File: src/rtl/lane_steer_pkg.sv
package lane_steer_pkg;
  localparam int LANES = 4;
  localparam int LANE_BITS = $clog2(LANES);
  localparam int DW = 8 * LANES;

  localparam logic [1:0] SZ_BYTE = 2'd0;
  localparam logic [1:0] SZ_HALF = 2'd1;
  localparam logic [1:0] SZ_WORD = 2'd2;

  typedef enum logic [1:0] {
    MD_LE   = 2'd0,
    MD_WIBE = 2'd1,
    MD_BIBE = 2'd2
  } dmode_e;

  function automatic logic [DW-1:0] rev_bytes(input logic [DW-1:0] d);
    logic [DW-1:0] r;
    for (int i = 0; i < LANES; i++) r[8*i +: 8] = d[8*(LANES-1-i) +: 8];
    return r;
  endfunction
endpackage

File: src/rtl/endian_mode_ctl.sv
module endian_mode_ctl
  import lane_steer_pkg::*;
(
  input  logic   clk,
  input  logic   rst,
  input  logic   cfg_u,
  input  logic   cfg_b,
  input  logic   cfg_ee,
  input  logic   exc_entry,
  input  logic   e_wr_en,
  input  logic   e_wr_val,
  output logic   e_q,
  output dmode_e mode
);
  always_ff @(posedge clk) begin
    if (rst || exc_entry) e_q <= cfg_ee;
    else if (e_wr_en)     e_q <= e_wr_val;
  end

  always_comb begin
    if (!cfg_u) mode = cfg_b ? MD_WIBE : MD_LE;
    else        mode = e_q ? MD_BIBE : MD_LE;
  end


  ee_reload_chk: assert property (@(posedge clk) disable iff (rst)
    exc_entry |=> (e_q == $past(cfg_ee)));


  sw_write_chk: assert property (@(posedge clk) disable iff (rst)
    (e_wr_en && !exc_entry) |=> (e_q == $past(e_wr_val)));
endmodule

File: src/rtl/access_map.sv
module access_map
  import lane_steer_pkg::*;
#(
  parameter int AW = 32
) (
  input  logic                 clk,
  input  logic                 rst,
  input  dmode_e               mode,
  input  logic                 req_valid,
  input  logic                 req_write,
  input  logic [1:0]           req_size,
  input  logic [AW-1:0]        req_addr,
  input  logic [DW-1:0]        req_wdata,
  output logic                 mem_valid,
  output logic                 mem_write,
  output logic [AW-1:0]        mem_addr,
  output logic [LANES-1:0]     mem_strb,
  output logic [DW-1:0]        mem_wdata,
  output logic                 align_fault,
  output logic                 rd_issue,
  output logic [LANE_BITS-1:0] rd_lane,
  output logic                 rd_swap
);
  logic                 misal;
  logic [LANE_BITS-1:0] lane;
  logic                 swap;
  logic [DW-1:0]        sized, placed;
  logic [LANES-1:0]     sbase;

  always_comb begin
    misal = (req_size == SZ_HALF && req_addr[0]) ||
            (req_size == SZ_WORD && req_addr[1:0] != 2'b00) ||
            (req_size == 2'b11);
    lane = req_addr[LANE_BITS-1:0];
    if (mode == MD_WIBE) begin
      if (req_size == SZ_BYTE)      lane = lane ^ 2'b11;
      else if (req_size == SZ_HALF) lane = lane ^ 2'b10;
    end
    swap = (mode == MD_BIBE);
    case (req_size)
      SZ_BYTE: begin
        sized = {{(DW-8){1'b0}}, req_wdata[7:0]};
        sbase = 4'b0001;
      end
      SZ_HALF: begin
        sized = swap ? {{(DW-16){1'b0}}, req_wdata[7:0], req_wdata[15:8]}
                     : {{(DW-16){1'b0}}, req_wdata[15:0]};
        sbase = 4'b0011;
      end
      default: begin
        sized = swap ? rev_bytes(req_wdata) : req_wdata;
        sbase = 4'b1111;
      end
    endcase
    placed   = sized << {lane, 3'b000};
    rd_issue = req_valid && !req_write && !misal;
    rd_lane  = lane;
    rd_swap  = swap;
  end

  always_ff @(posedge clk) begin
    if (rst) begin
      mem_valid   <= 1'b0;
      mem_write   <= 1'b0;
      mem_addr    <= '0;
      mem_strb    <= '0;
      mem_wdata   <= '0;
      align_fault <= 1'b0;
    end else begin
      mem_valid   <= req_valid && !misal;
      align_fault <= req_valid && misal;
      mem_write   <= req_write;
      mem_addr    <= {req_addr[AW-1:LANE_BITS], lane};
      mem_strb    <= sbase << lane;
      mem_wdata   <= req_write ? placed : '0;
    end
  end


  fault_no_issue_chk: assert property (@(posedge clk) disable iff (rst)
    align_fault |-> !mem_valid);


  strobe_shape_chk: assert property (@(posedge clk) disable iff (rst)
    mem_valid |-> ($countones(mem_strb) == 1 || $countones(mem_strb) == 2 ||
                   $countones(mem_strb) == 4));


  word_addr_keep_chk: assert property (@(posedge clk) disable iff (rst)
    (req_valid && req_size == SZ_WORD && req_addr[1:0] == 2'b00) |=>
      (mem_valid && mem_addr == $past(req_addr)));
endmodule

File: src/rtl/load_extract.sv
module load_extract
  import lane_steer_pkg::*;
(
  input  logic                 clk,
  input  logic                 rst,
  input  logic                 rd_issue,
  input  logic [LANE_BITS-1:0] rd_lane,
  input  logic [1:0]           rd_size,
  input  logic                 rd_signed,
  input  logic                 rd_swap,
  input  logic                 mem_rvalid,
  input  logic [DW-1:0]        mem_rdata,
  output logic                 ld_valid,
  output logic [DW-1:0]        ld_data
);
  logic [LANE_BITS-1:0] lane_q;
  logic [1:0]           size_q;
  logic                 sgn_q, swap_q;
  logic [7:0]           bsel;
  logic [15:0]          hsel, hord;
  logic [DW-1:0]        res;

  always_ff @(posedge clk) begin
    if (rst) begin
      lane_q <= '0;
      size_q <= SZ_WORD;
      sgn_q  <= 1'b0;
      swap_q <= 1'b0;
    end else if (rd_issue) begin
      lane_q <= rd_lane;
      size_q <= rd_size;
      sgn_q  <= rd_signed;
      swap_q <= rd_swap;
    end
  end

  always_comb begin
    bsel = mem_rdata[{lane_q, 3'b000} +: 8];
    hsel = mem_rdata[{lane_q[1], 4'b0000} +: 16];
    hord = swap_q ? {hsel[7:0], hsel[15:8]} : hsel;
    case (size_q)
      SZ_BYTE: res = {{(DW-8){sgn_q & bsel[7]}}, bsel};
      SZ_HALF: res = {{(DW-16){sgn_q & hord[15]}}, hord};
      default: res = swap_q ? rev_bytes(mem_rdata) : mem_rdata;
    endcase
  end

  always_ff @(posedge clk) begin
    if (rst) begin
      ld_valid <= 1'b0;
      ld_data  <= '0;
    end else begin
      ld_valid <= mem_rvalid;
      if (mem_rvalid) ld_data <= res;
    end
  end


  ld_follow_chk: assert property (@(posedge clk) disable iff (rst)
    mem_rvalid |=> ld_valid);


  ld_quiet_chk: assert property (@(posedge clk) disable iff (rst)
    !mem_rvalid |=> !ld_valid);
endmodule

File: src/rtl/endian_lane_steer.sv
module endian_lane_steer
  import lane_steer_pkg::*;
#(
  parameter int AW = 32
) (
  input  logic          clk,
  input  logic          rst,
  input  logic          cfg_u,
  input  logic          cfg_b,
  input  logic          cfg_ee,
  input  logic          exc_entry,
  input  logic          e_wr_en,
  input  logic          e_wr_val,
  output logic          e_bit,
  input  logic          req_valid,
  input  logic          req_write,
  input  logic [1:0]    req_size,
  input  logic          req_signed,
  input  logic [AW-1:0] req_addr,
  input  logic [31:0]   req_wdata,
  output logic          mem_valid,
  output logic          mem_write,
  output logic [AW-1:0] mem_addr,
  output logic [3:0]    mem_strb,
  output logic [31:0]   mem_wdata,
  output logic          align_fault,
  input  logic          mem_rvalid,
  input  logic [31:0]   mem_rdata,
  output logic          ld_valid,
  output logic [31:0]   ld_data,
  input  logic          if_valid,
  input  logic [31:0]   if_rdata,
  output logic          if_ivalid,
  output logic [31:0]   if_instr
);
  dmode_e               mode;
  logic                 rd_issue, rd_swap;
  logic [LANE_BITS-1:0] rd_lane;

  endian_mode_ctl u_mode (
    .clk(clk), .rst(rst), .cfg_u(cfg_u), .cfg_b(cfg_b), .cfg_ee(cfg_ee),
    .exc_entry(exc_entry), .e_wr_en(e_wr_en), .e_wr_val(e_wr_val),
    .e_q(e_bit), .mode(mode)
  );

  access_map #(.AW(AW)) u_map (
    .clk(clk), .rst(rst), .mode(mode),
    .req_valid(req_valid), .req_write(req_write), .req_size(req_size),
    .req_addr(req_addr), .req_wdata(req_wdata),
    .mem_valid(mem_valid), .mem_write(mem_write), .mem_addr(mem_addr),
    .mem_strb(mem_strb), .mem_wdata(mem_wdata), .align_fault(align_fault),
    .rd_issue(rd_issue), .rd_lane(rd_lane), .rd_swap(rd_swap)
  );

  load_extract u_load (
    .clk(clk), .rst(rst), .rd_issue(rd_issue), .rd_lane(rd_lane),
    .rd_size(req_size), .rd_signed(req_signed), .rd_swap(rd_swap),
    .mem_rvalid(mem_rvalid), .mem_rdata(mem_rdata),
    .ld_valid(ld_valid), .ld_data(ld_data)
  );

  always_ff @(posedge clk) begin
    if (rst) begin
      if_ivalid <= 1'b0;
      if_instr  <= '0;
    end else begin
      if_ivalid <= if_valid;
      if (if_valid) if_instr <= if_rdata;
    end
  end


  fetch_pass_chk: assert property (@(posedge clk) disable iff (rst)
    if_valid |=> (if_ivalid && if_instr == $past(if_rdata)));
endmodule

File: config.mk
export PLATFORM = sky130hd
export DESIGN_NAME = endian_lane_steer
export DESIGN_NICKNAME = d
export VERILOG_FILES = /design/src/rtl/lane_steer_pkg.sv /design/src/rtl/endian_mode_ctl.sv /design/src/rtl/access_map.sv /design/src/rtl/load_extract.sv /design/src/rtl/endian_lane_steer.sv
export SDC_FILE = /design/constraint.sdc
export NUM_CORES = 1
export LEC_CHECK = 0
export BUFFER_PORTS_ARGS = -buffer_cell sky130_fd_sc_hd__buf_2
export CORE_MARGIN = 4
export CORE_UTILIZATION = 48
export DETAILED_ROUTE_END_ITERATION = 8
export PLACE_DENSITY = 0.8
export RECOVER_POWER = 100
export SLEW_MARGIN = 20
export SYNTH_ARGS = -nofsm -noshare
export SYNTH_HDL_FRONTEND = slang
export SYNTH_SLANG_ARGS = --single-unit
export TNS_END_PERCENT = 100
File: constraint.sdc
create_clock -name clk -period 2.65 [get_ports clk]
set_input_delay 0.6625 -clock clk [delete_from_list [all_inputs] [get_ports clk]]
set_output_delay 0.6625 -clock clk [all_outputs]
set_load 0.005 [all_outputs]
==> results of run 1 <==
power groups by stage:
stage / combinational [uW] / sequential [uW] / clock, uW
after floorplan: 491 / 2410 / 0
after global placement: 873 / 2400 / 0
after detailed placement: 888 / 2400 / 0
after CTS: 893 / 2350 / 2630
after global routing: 953 / 2370 / 2730
final: 867 / 2350 / 2580
layout make-up:
type / instances / area [um2]
Fill cell: 1225 / 5032
Multi-Input combinational cell: 483 / 3508
Sequential cell: 144 / 2893
Timing Repair Buffer: 307 / 1486
Clock buffer: 21 / 470.5
Tap cell: 180 / 225.2
Clock inverter: 11 / 176.4
Inverter: 8 / 30.03
Antenna cell: 2 / 5.005
registers in the layout, summed over array words and instances, names as in the netlist:
signal	cells
if_instr	32
if_ivalid	1
u_load.lane_q	2
u_load.ld_data	32
u_load.ld_valid	1
u_load.sgn_q	1
u_load.size_q	2
u_load.swap_q	1
u_map.align_fault	1
u_map.mem_addr	32
u_map.mem_strb	4
u_map.mem_valid	1
u_map.mem_wdata	32
u_map.mem_write	1
u_mode.e_q	1
through the flow:
stage               instance area (um2)  std cells  worst slack [ps]
finish                             8795       1156             307.6
detailed placement                 8294       1122             163.0
CTS                                8941       1154             605.9
global route                       8795       1156             204.5
global placement                   8294       1122             223.2
floorplan                          6730        697             563.7
cell usage in the layout (no fill, tap or decap), types with 11 or more instances in the layout:
master,instances
clkbuf_1,92
a22oi_1,13
buf_4,20
dfxtp_1,143
clkbuf_16,17
o221ai_1,12
a21oi_1,43
nand4_1,13
nor2b_1,35
a221oi_1,11
buf_2,191
nand2_1,33
mux2_2,43
mux2i_1,54
a211oi_1,33
nor2_1,88
mux4_2,11
metal layers:
layer  wire length [um]  vias up
met5                  0        -
li1                   -     3080
met1               7850     2949
met4                575        0
met3               2259       45
met2               9454      347
logic make-up after synthesis:
family,count (synthesis),synth area share (%)
AO/OA/AOI/OAI,142,14.87
flip-flops,144,42.98
AND/OR/NAND/NOR,229,17.98
multiplexers,108,18.91
buffers and inverters,70,4.629
XOR/XNOR,4,0.6322
worst max path at each step:
| stage | startpoint | endpoint | slack, ps | cells past startpoint |
|---|---|---|---|---|
| 2_1_floorplan | cfg_u | u_map.mem_wdata[19] | 560 | 6 |
| 3_3_place_gp | cfg_u | u_map.mem_wdata[14] | 220 | 5 |
| 3_5_place_dp | cfg_u | u_map.mem_wdata[15] | 160 | 5 |
| 4_1_cts | cfg_u | u_map.mem_wdata[15] | 610 | 5 |
| 5_1_grt | rst | u_map.mem_wdata[20] | 200 | 6 |
| 6_report | rst | u_map.mem_wdata[22] | 310 | 6 |
critical path, cell delays in order:
cell,delay [ps]
clkbuf_1,580
nand2b_1,280
inv_1,220
nand3_1,350
clkbuf_1,380
o22ai_1,150
==> metrics.txt, run 1 <==
post-route setup TNS=0 ps; Comb pwr share=between 10% and 20%; syn nets=840; CTS clock-pin slew for the worst setup and hold paths=approximately 60 ps; antenna violations before repair=2; register-to-register path setup slack=400 ps; die height=between 100 and 150 um; FP Rows=43; DR vias/cell=5.554; H-tree lvl count=4; clk sinks=between 100 and 150; fmax=around 0.43 GHz; Setup Crit Path Kind=in -> reg; Hold Path Class=in -> reg; #FFs+latches synth=144; Gate Count Post-Synth=697; status=completed; share of cells above drive strength 1=about a third; Seq pwr share=between 40% and 50%; clock buffer count from CTS=17; ys async rst share=0%; Layout area overhead=30.67%; final worst path period need=approximately 2300 ps; hold path cells=2; core area=between 10,000 and 15,000 um2; commonest cells in the netlist=dfxtp_1 (143), nor2_1 (88), mux2i_1 (54); number of synthesized flops with an enable pin=1; router iterations before antenna repair=5; GR peak layer=met2; hold_sp=req_addr[24]; internal power=around 4300 uW; post-DR wirelength/cell=roughly 17 um; arrival time at the worst endpoint=between 2000 and 3000 ps; Clock power frac=between 40 and 50%; CTS resizes=0; first-pass GRT wire length=around 31 mm; final hold vios=0; crit path max fanout=16; gpl congestion=between 0.9 and 1; Clock Tree Buf Depth=2; Synth warnings=0; R2R depth=4; pwr/cell area=~660 nW/um2; final hold slack=approximately 450 ps; Lkg Pwr=about 0.0038 uW; P_sw=about 1400 uW; Detail Route Antenna Nets=0; syn avg cell area=about 9.7 um2; Initial Util=48.67%; Worst Max-Slew Pin Slew=1062 ps; Setup Fix Bufs, Post-CTS=0; Nets=~1,100; drc violations=0; Worst Clk Skew=11.58 ps; overall power=5797 uW; Cell Area, Synth=6730 um2; Clk Latency, worst-skew pair=~420 ps; die area=approximately 16,000 um2; Seq/Total Area, Yosys=42.98%; Hold EP=u_map.mem_addr[24]; ports placed on the boundary=~280; grt met2 use=39.91%; FF-to-FF End=u_load.ld_data[14]; Final setup viols=0; Hold-fix buffers, CTS=0; Sw Share=24.98%; Port Buf Inserts=280; most common cell in the synthesized netlist=dfxtp_1; grt ovf=0; max_cap viols=0; WP data required=between 2000 and 3000 ps; Yosys top cell by area=dfxtp_1; CTS tree=built; Tcrit/Tclk final=about nine tenths; Worst Setup End Kind=register; vias in the first global route=around 6,000; half-perimeter wire length after placement=around 15 mm; r2r startpoint=u_load.swap_q; Worst Setup Start Kind=input port; Die X=~130 um; synth top area cells=dfxtp_1 (43%), mux2i_1 (8.0%), mux2_2 (7.2%); prevailing post-synth register cell=dfxtp_1; DR vias=~6,400; gr usage total=around 24%; post-synth top area share=approximately 43%; Worst slew margin=roughly 28%; maximum VDD drop=about 350 uV; Cell variety after synth=slightly above 50; Slew Viols, Final=0; DR iter-0 viols=between 500 and 600; met3 Use GR=~8%; Final Util=about 64%; Post-Route WL=20.14 mm; largest net degree at the start of global routing=between 50 and 60; Root Driver=clkbuf_16; RSZ-0062 raised after global routing=no; met1 Usage GRT=between 30% and 40%
(Power assumes the default switching activity.)
==> run 2, diff against run 1 <==
--- a/config.mk
+++ b/config.mk
@@ -6,11 +6,12 @@
 export NUM_CORES = 1
 export LEC_CHECK = 0
 export BUFFER_PORTS_ARGS = -buffer_cell sky130_fd_sc_hd__buf_2
-export CORE_MARGIN = 4
+export CORE_MARGIN = 2
 export CORE_UTILIZATION = 48
 export DETAILED_ROUTE_END_ITERATION = 8
 export PLACE_DENSITY = 0.8
 export RECOVER_POWER = 100
+export REMOVE_ABC_BUFFERS = 1
 export SLEW_MARGIN = 20
 export SYNTH_ARGS = -nofsm -noshare
 export SYNTH_HDL_FRONTEND = slang
==> metrics.txt, run 2 (same netlist as run 1, synthesis figures left out) <==
status=completed (unchanged); share of cells above drive strength 1=30.72% (was 31.93%); FP Rows=43 (unchanged); CP delay by family, top=buffers and inverters (unchanged); drc violations=0 (unchanged); crit path max fanout=28 (was 16); Clk Latency, worst-skew pair=420 ps (about the same); arrival time at the worst endpoint=1740 ps (was 2620 ps); most frequent cells in the layout=buf_2 (182), dfxtp_1 (143), clkbuf_1 (103), nor2_1 (88), mux2i_1 (54) (was buf_2 (191), dfxtp_1 (143), clkbuf_1 (92), nor2_1 (88), mux2i_1 (54)); final worst path period need=2407 ps (was 2342 ps); commonest non-fill, non-tap cell in the layout=buf_2 (unchanged); Detail Route Antenna Nets=0 (unchanged); router iterations before antenna repair=7 (was 5); gr usage total=26.66% (was 24.48%); clk sinks=144 (unchanged); Setup Fix Bufs, Post-CTS=0 (unchanged); Worst Clk Skew=8.540 ps (was 11.58 ps); grt ovf=0 (unchanged); ports placed on the boundary=281 (unchanged); DR iter-0 viols=463 (was 538); pwr/cell area=658.9 nW/um2 (was 659.2 nW/um2); Clock power frac=44.0% (was 44.4%); maximum VDD drop=493.1 uV (was 347.8 uV); P_sw=1438 uW (was 1448 uW); overall power=5772 uW (was 5797 uW); Die X=122.4 um (was 126.4 um); final hold vios=0 (unchanged); antenna violations before repair=3 (was 2); DR vias/cell=5.689 (was 5.554); slowest cell delay on critical path=610 ps (was 580 ps); Worst Max-Slew Pin Slew=1338 ps (was 1062 ps); internal power=4334 uW (was 4349 uW); placed cell area=8277 um2 (was 8294 um2); largest net degree at the start of global routing=66 (was 58); Worst slew margin=10.77% (was 28.45%); die area=14,980 um2 (was 15,980 um2); vias in the first global route=6,019 (was 6,029); Seq pwr share=41.0% (was 40.6%); Nets=1,100 (was 1,104); WP data required=1990 ps (was 2930 ps); clock buffer count from CTS=17 (unchanged); number of fill cells=1,249 (was 1,225); CTS tree=built (unchanged); CP Cell Sequence=clkbuf_2, buf_2 (was clkbuf_1, nand2b_1, inv_1, nand3_1, clkbuf_1, o22ai_1); Hold Path Class=in -> reg (unchanged); max_cap viols=0 (unchanged); CP Depth=2 (was 6); CTS resizes=0 (unchanged); half-perimeter wire length after placement=14.77 mm (was 14.95 mm); CTS clock-pin slew for the worst setup and hold paths=60 ps (about the same); Clock Tree Buf Depth=2 (unchanged); Layout area overhead=30.15% (was 30.67%); Tcrit/Tclk final=90.83% (was 88.39%); first-pass GRT wire length=30.90 mm (was 31.37 mm); Final setup viols=0 (unchanged); Crit path buffers/inverters=2 (was 3); Post-Route WL=20.52 mm (was 20.14 mm); area of the multi-input gates=3517 um2 (was 3508 um2); Initial Util=48.86% (was 48.67%); Root Driver=clkbuf_16 (unchanged); Worst Setup End Kind=output pin (was register); Final Util=63.60% (was 63.61%); Comb pwr share=15.0% (about the same); hold path cells=2 (unchanged); Worst Setup Start Kind=register (was input port); Port Buf Inserts=280 (unchanged); post-DR wirelength/cell=17.80 um (was 17.42 um); Lkg Pwr=0.003770 uW (was 0.003823 uW); Setup Crit Path Kind=reg -> out (was in -> reg); post-route setup TNS=0 ps (unchanged); H-tree lvl count=4 (unchanged); Slew Viols, Final=0 (unchanged); crit path max-delay cell type=edfxtp_1 (was clkbuf_1); gpl congestion=0.9670 (was 0.9107); Design Area, Final=8760 um2 (was 8795 um2); fmax=0.4154 GHz (was 0.4269 GHz); Reg area=2893 um2 (unchanged); RSZ-0062 raised after global routing=no (unchanged); Sw Share=24.91% (was 24.98%); Hold-fix buffers, CTS=0 (unchanged); DR vias=6,559 (was 6,421); R2R depth=4 (unchanged); die height=122.4 um (was 126.4 um); core area=13,770 um2 (was 13,830 um2); final hold slack=446.7 ps (was 447.7 ps)
-- run 2: changes by cell type in the layout (fill, tap and decap cells not counted), sizes merged --
cell	previous run	this run
clkbuf	115	126
inv	11	8
clkinv	2	4
diode	2	3
buf	213	199
-- run 2: cell type report --
type / instances / share of cell area [%]
diodes: 3 / 0.08570
clock buffers: 22 / 5.414
clock inverters: 10 / 1.814
inverters: 8 / 0.3428
multi-input cells: 483 / 40.15
flip-flops and latches: 144 / 33.02
well taps: 180 / 2.571
repair buffers: 303 / 16.60
-- run 2: stage by stage --
step,setup WS [ps],std cells
after floorplan,-231.0,635
after global placement,220.3,1118
after detailed placement,96.16,1118
after CTS,448.5,1150
after global routing,174.6,1153
final,243.0,1153
-- run 2: path summary, 6_finish.rpt --
kind	end	from	slack (ps)
hold / removal	u_map.mem_addr[28]	req_addr[28]	450
setup / recovery	e_bit	u_mode.e_q	240
setup reg to reg	u_load.ld_data[28]	u_load.swap_q	290
hold reg to reg	u_load.ld_data[2]	u_load.ld_data[2]	470
-- run 2: power groups by stage --
stage                     clock network [uW]  logic [uW]  registers (uW)
final                                   2540         866            2360
after global routing                    2660         945            2370
after floorplan                            0         387            2430
after global placement                     0         863            2400
after detailed placement                   0         881            2400
after CTS                               2570         886            2360
-- run 2: routing by layer --
metal  global-route usage (%)  up-vias  part of all wire, %
li1                         -     3075                    -
met1                    32.18     3038                   39
met2                    43.68      399                   48
met3                    7.900       47                   11
met4                    12.36        0                  3.1
met5                        0        -                    0
==> run 3, diff against run 2 <==
--- a/config.mk
+++ b/config.mk
@@ -8,6 +8,7 @@
 export BUFFER_PORTS_ARGS = -buffer_cell sky130_fd_sc_hd__buf_2
 export CORE_MARGIN = 2
 export CORE_UTILIZATION = 48
+export CTS_BUF_LIST = sky130_fd_sc_hd__clkbuf_4
 export DETAILED_ROUTE_END_ITERATION = 8
 export PLACE_DENSITY = 0.8
 export RECOVER_POWER = 100
==> metrics.txt, run 3 (same netlist as run 1, synthesis figures left out) <==
final worst path period need=2364 ps (was 2407 ps); overall power=4756 uW (was 5772 uW); Post-Route WL=20.22 mm (was 20.52 mm); Worst Clk Skew=17.45 ps (was 8.540 ps); Root Driver=clkbuf_4 (was clkbuf_16); arrival time at the worst endpoint=2730 ps (was 1740 ps); DR vias/cell=5.642 (was 5.689); Sw Share=27.59% (was 24.91%); CTS tree=built (unchanged); Nets=1,100 (unchanged); Hold Path Class=in -> reg (unchanged); Worst Max-Slew Pin Slew=1847 ps (was 1338 ps); register-to-register path setup slack=290 ps (about the same); gpl congestion=0.9670 (unchanged); P_sw=1312 uW (was 1438 uW); failing checks=max-capacitance violations, max-slew violations; ports placed on the boundary=281 (unchanged); antenna violations before repair=5 (was 3); DR iter-0 viols=393 (was 463); maximum VDD drop=322.4 uV (was 493.1 uV); max_cap viols=1 (was 0); Setup Crit Path Kind=reg -> reg (was reg -> out); Initial Util=48.86% (unchanged); drc violations=0 (unchanged); most frequent cells in the layout=buf_2 (183), dfxtp_1 (143), clkbuf_1 (100), nor2_1 (88), mux2i_1 (54) (was buf_2 (182), dfxtp_1 (143), clkbuf_1 (103), nor2_1 (88), mux2i_1 (54)); final hold vios=0 (unchanged); H-tree lvl count=4 (unchanged); Seq pwr share=49.6% (was 41.0%); half-perimeter wire length after placement=14.77 mm (unchanged); fmax=0.4229 GHz (was 0.4154 GHz); Slew Viols, Final=43 (was 0); Clk Latency, worst-skew pair=550 ps (was 420 ps); Port Buf Inserts=280 (unchanged); Tcrit/Tclk final=89.22% (was 90.83%); status=finished, violations left (was completed); gr usage total=26.39% (was 26.66%); grt ovf=0 (unchanged); RSZ-0062 raised after global routing=no (unchanged); number of fill cells=1,301 (was 1,249); clk sinks=144 (unchanged); Comb pwr share=18.2% (was 15.0%); Post-Place Cells=1,118 (unchanged); CTS clock-pin slew for the worst setup and hold paths=120 ps (was 60 ps); CTS resizes=0 (unchanged); vias in the first global route=6,054 (was 6,019); core area=13,770 um2 (unchanged); Lkg Pwr=0.003633 uW (was 0.003770 uW); Final setup viols=0 (unchanged); crit path max fanout=16 (was 28); DR vias=6,517 (was 6,559); pwr/cell area=563.1 nW/um2 (was 658.9 nW/um2); router iterations before antenna repair=5 (was 7); Worst slew margin=-23.13% (was 10.77%); Worst Setup End Kind=register (was output pin); Setup Fix Bufs, Post-CTS=0 (unchanged); Clock Tree Buf Depth=2 (unchanged); clock buffer count from CTS=17 (unchanged); Die X=122.4 um (unchanged); Clock power frac=32.2% (was 44.0%); Detail Route Antenna Nets=0 (unchanged); Worst Setup Start Kind=register (unchanged); FP Rows=43 (unchanged); die height=122.4 um (unchanged); die area=14,980 um2 (unchanged); Layout area overhead=25.49% (was 30.15%); internal power=3443 uW (was 4334 uW); commonest non-fill, non-tap cell in the layout=buf_2 (unchanged); post-DR wirelength/cell=17.50 um (was 17.80 um); first-pass GRT wire length=30.70 mm (was 30.90 mm); Post-Layout Cell Count=1,155 (was 1,153); share of cells above drive strength 1=30.72% (unchanged); Hold-fix buffers, CTS=0 (unchanged); WP data required=3020 ps (was 1990 ps); largest net degree at the start of global routing=66 (unchanged)
run 3: changes by cell type in the layout (fill, tap and decap cells not counted), sizes merged:
cell    change
clkbuf      -4
clkinv      +3
diode       +2
buf         +1
run 3: per-stage QoR:
stage	util, %	cell area (um2)	TNS [ps]	hold WS [ps]	worst slack (ps)
final	61.32	8446	0	316.1	285.6
after global routing	61.32	8446	0	273.1	147.7
after CTS	62.36	8589	0	256.0	246.3
after detailed placement	60.09	8277	0	456.5	96.16
after global placement	60.09	8277	0	448.4	220.3
after floorplan	-	6449	-1381	451.3	-231.0
run 3: critical path: stages (launching register included):
cell,delay [ps]
dfxtp_1,550
and2_0,260
or3b_2,480
a31oi_2,740
a211oi_1,170
run 3: power by group through the flow:
stage,Sequential [uW],Clock [uW],Combinational [uW]
floorplan,2430,0,387
global placement,2400,0,863
detailed placement,2400,0,881
CTS,2360,1570,885
global route,2370,1650,946
finish,2360,1530,865
run 3: metal layers:
metal  vias to the layer above  global-route usage [%]  share of wire, %
met2                       370                   41.98                47
met5                         -                       0                 0
met3                        53                   6.738                11
met4                         0                   15.73               3.9
met1                      3021                   32.19                38
li1                       3073                       -                 -
run 3: final cells by class:
class                   instances  area [um2]  area share, %
inverters                       8       30.03         0.3556
diodes                          5       12.51         0.1481
clock buffers                  19       142.6          1.689
clock inverters                13       170.2          2.015
repair buffers                303        1455          17.23
multi-input cells             483        3517          41.64
well taps                     180       225.2          2.667
flip-flops and latches        144        2893          34.25
run 3: path summary, 6_finish.rpt:
check                                  startpoint                 end  cells after the start
worst max-delay path                u_load.swap_q  u_load.ld_data[18]                      4
worst min-delay path                 req_addr[28]  u_map.mem_addr[28]                      2
worst max register to register      u_load.swap_q  u_load.ld_data[18]                      4
worst min register to register  u_load.ld_data[2]   u_load.ld_data[2]                      2
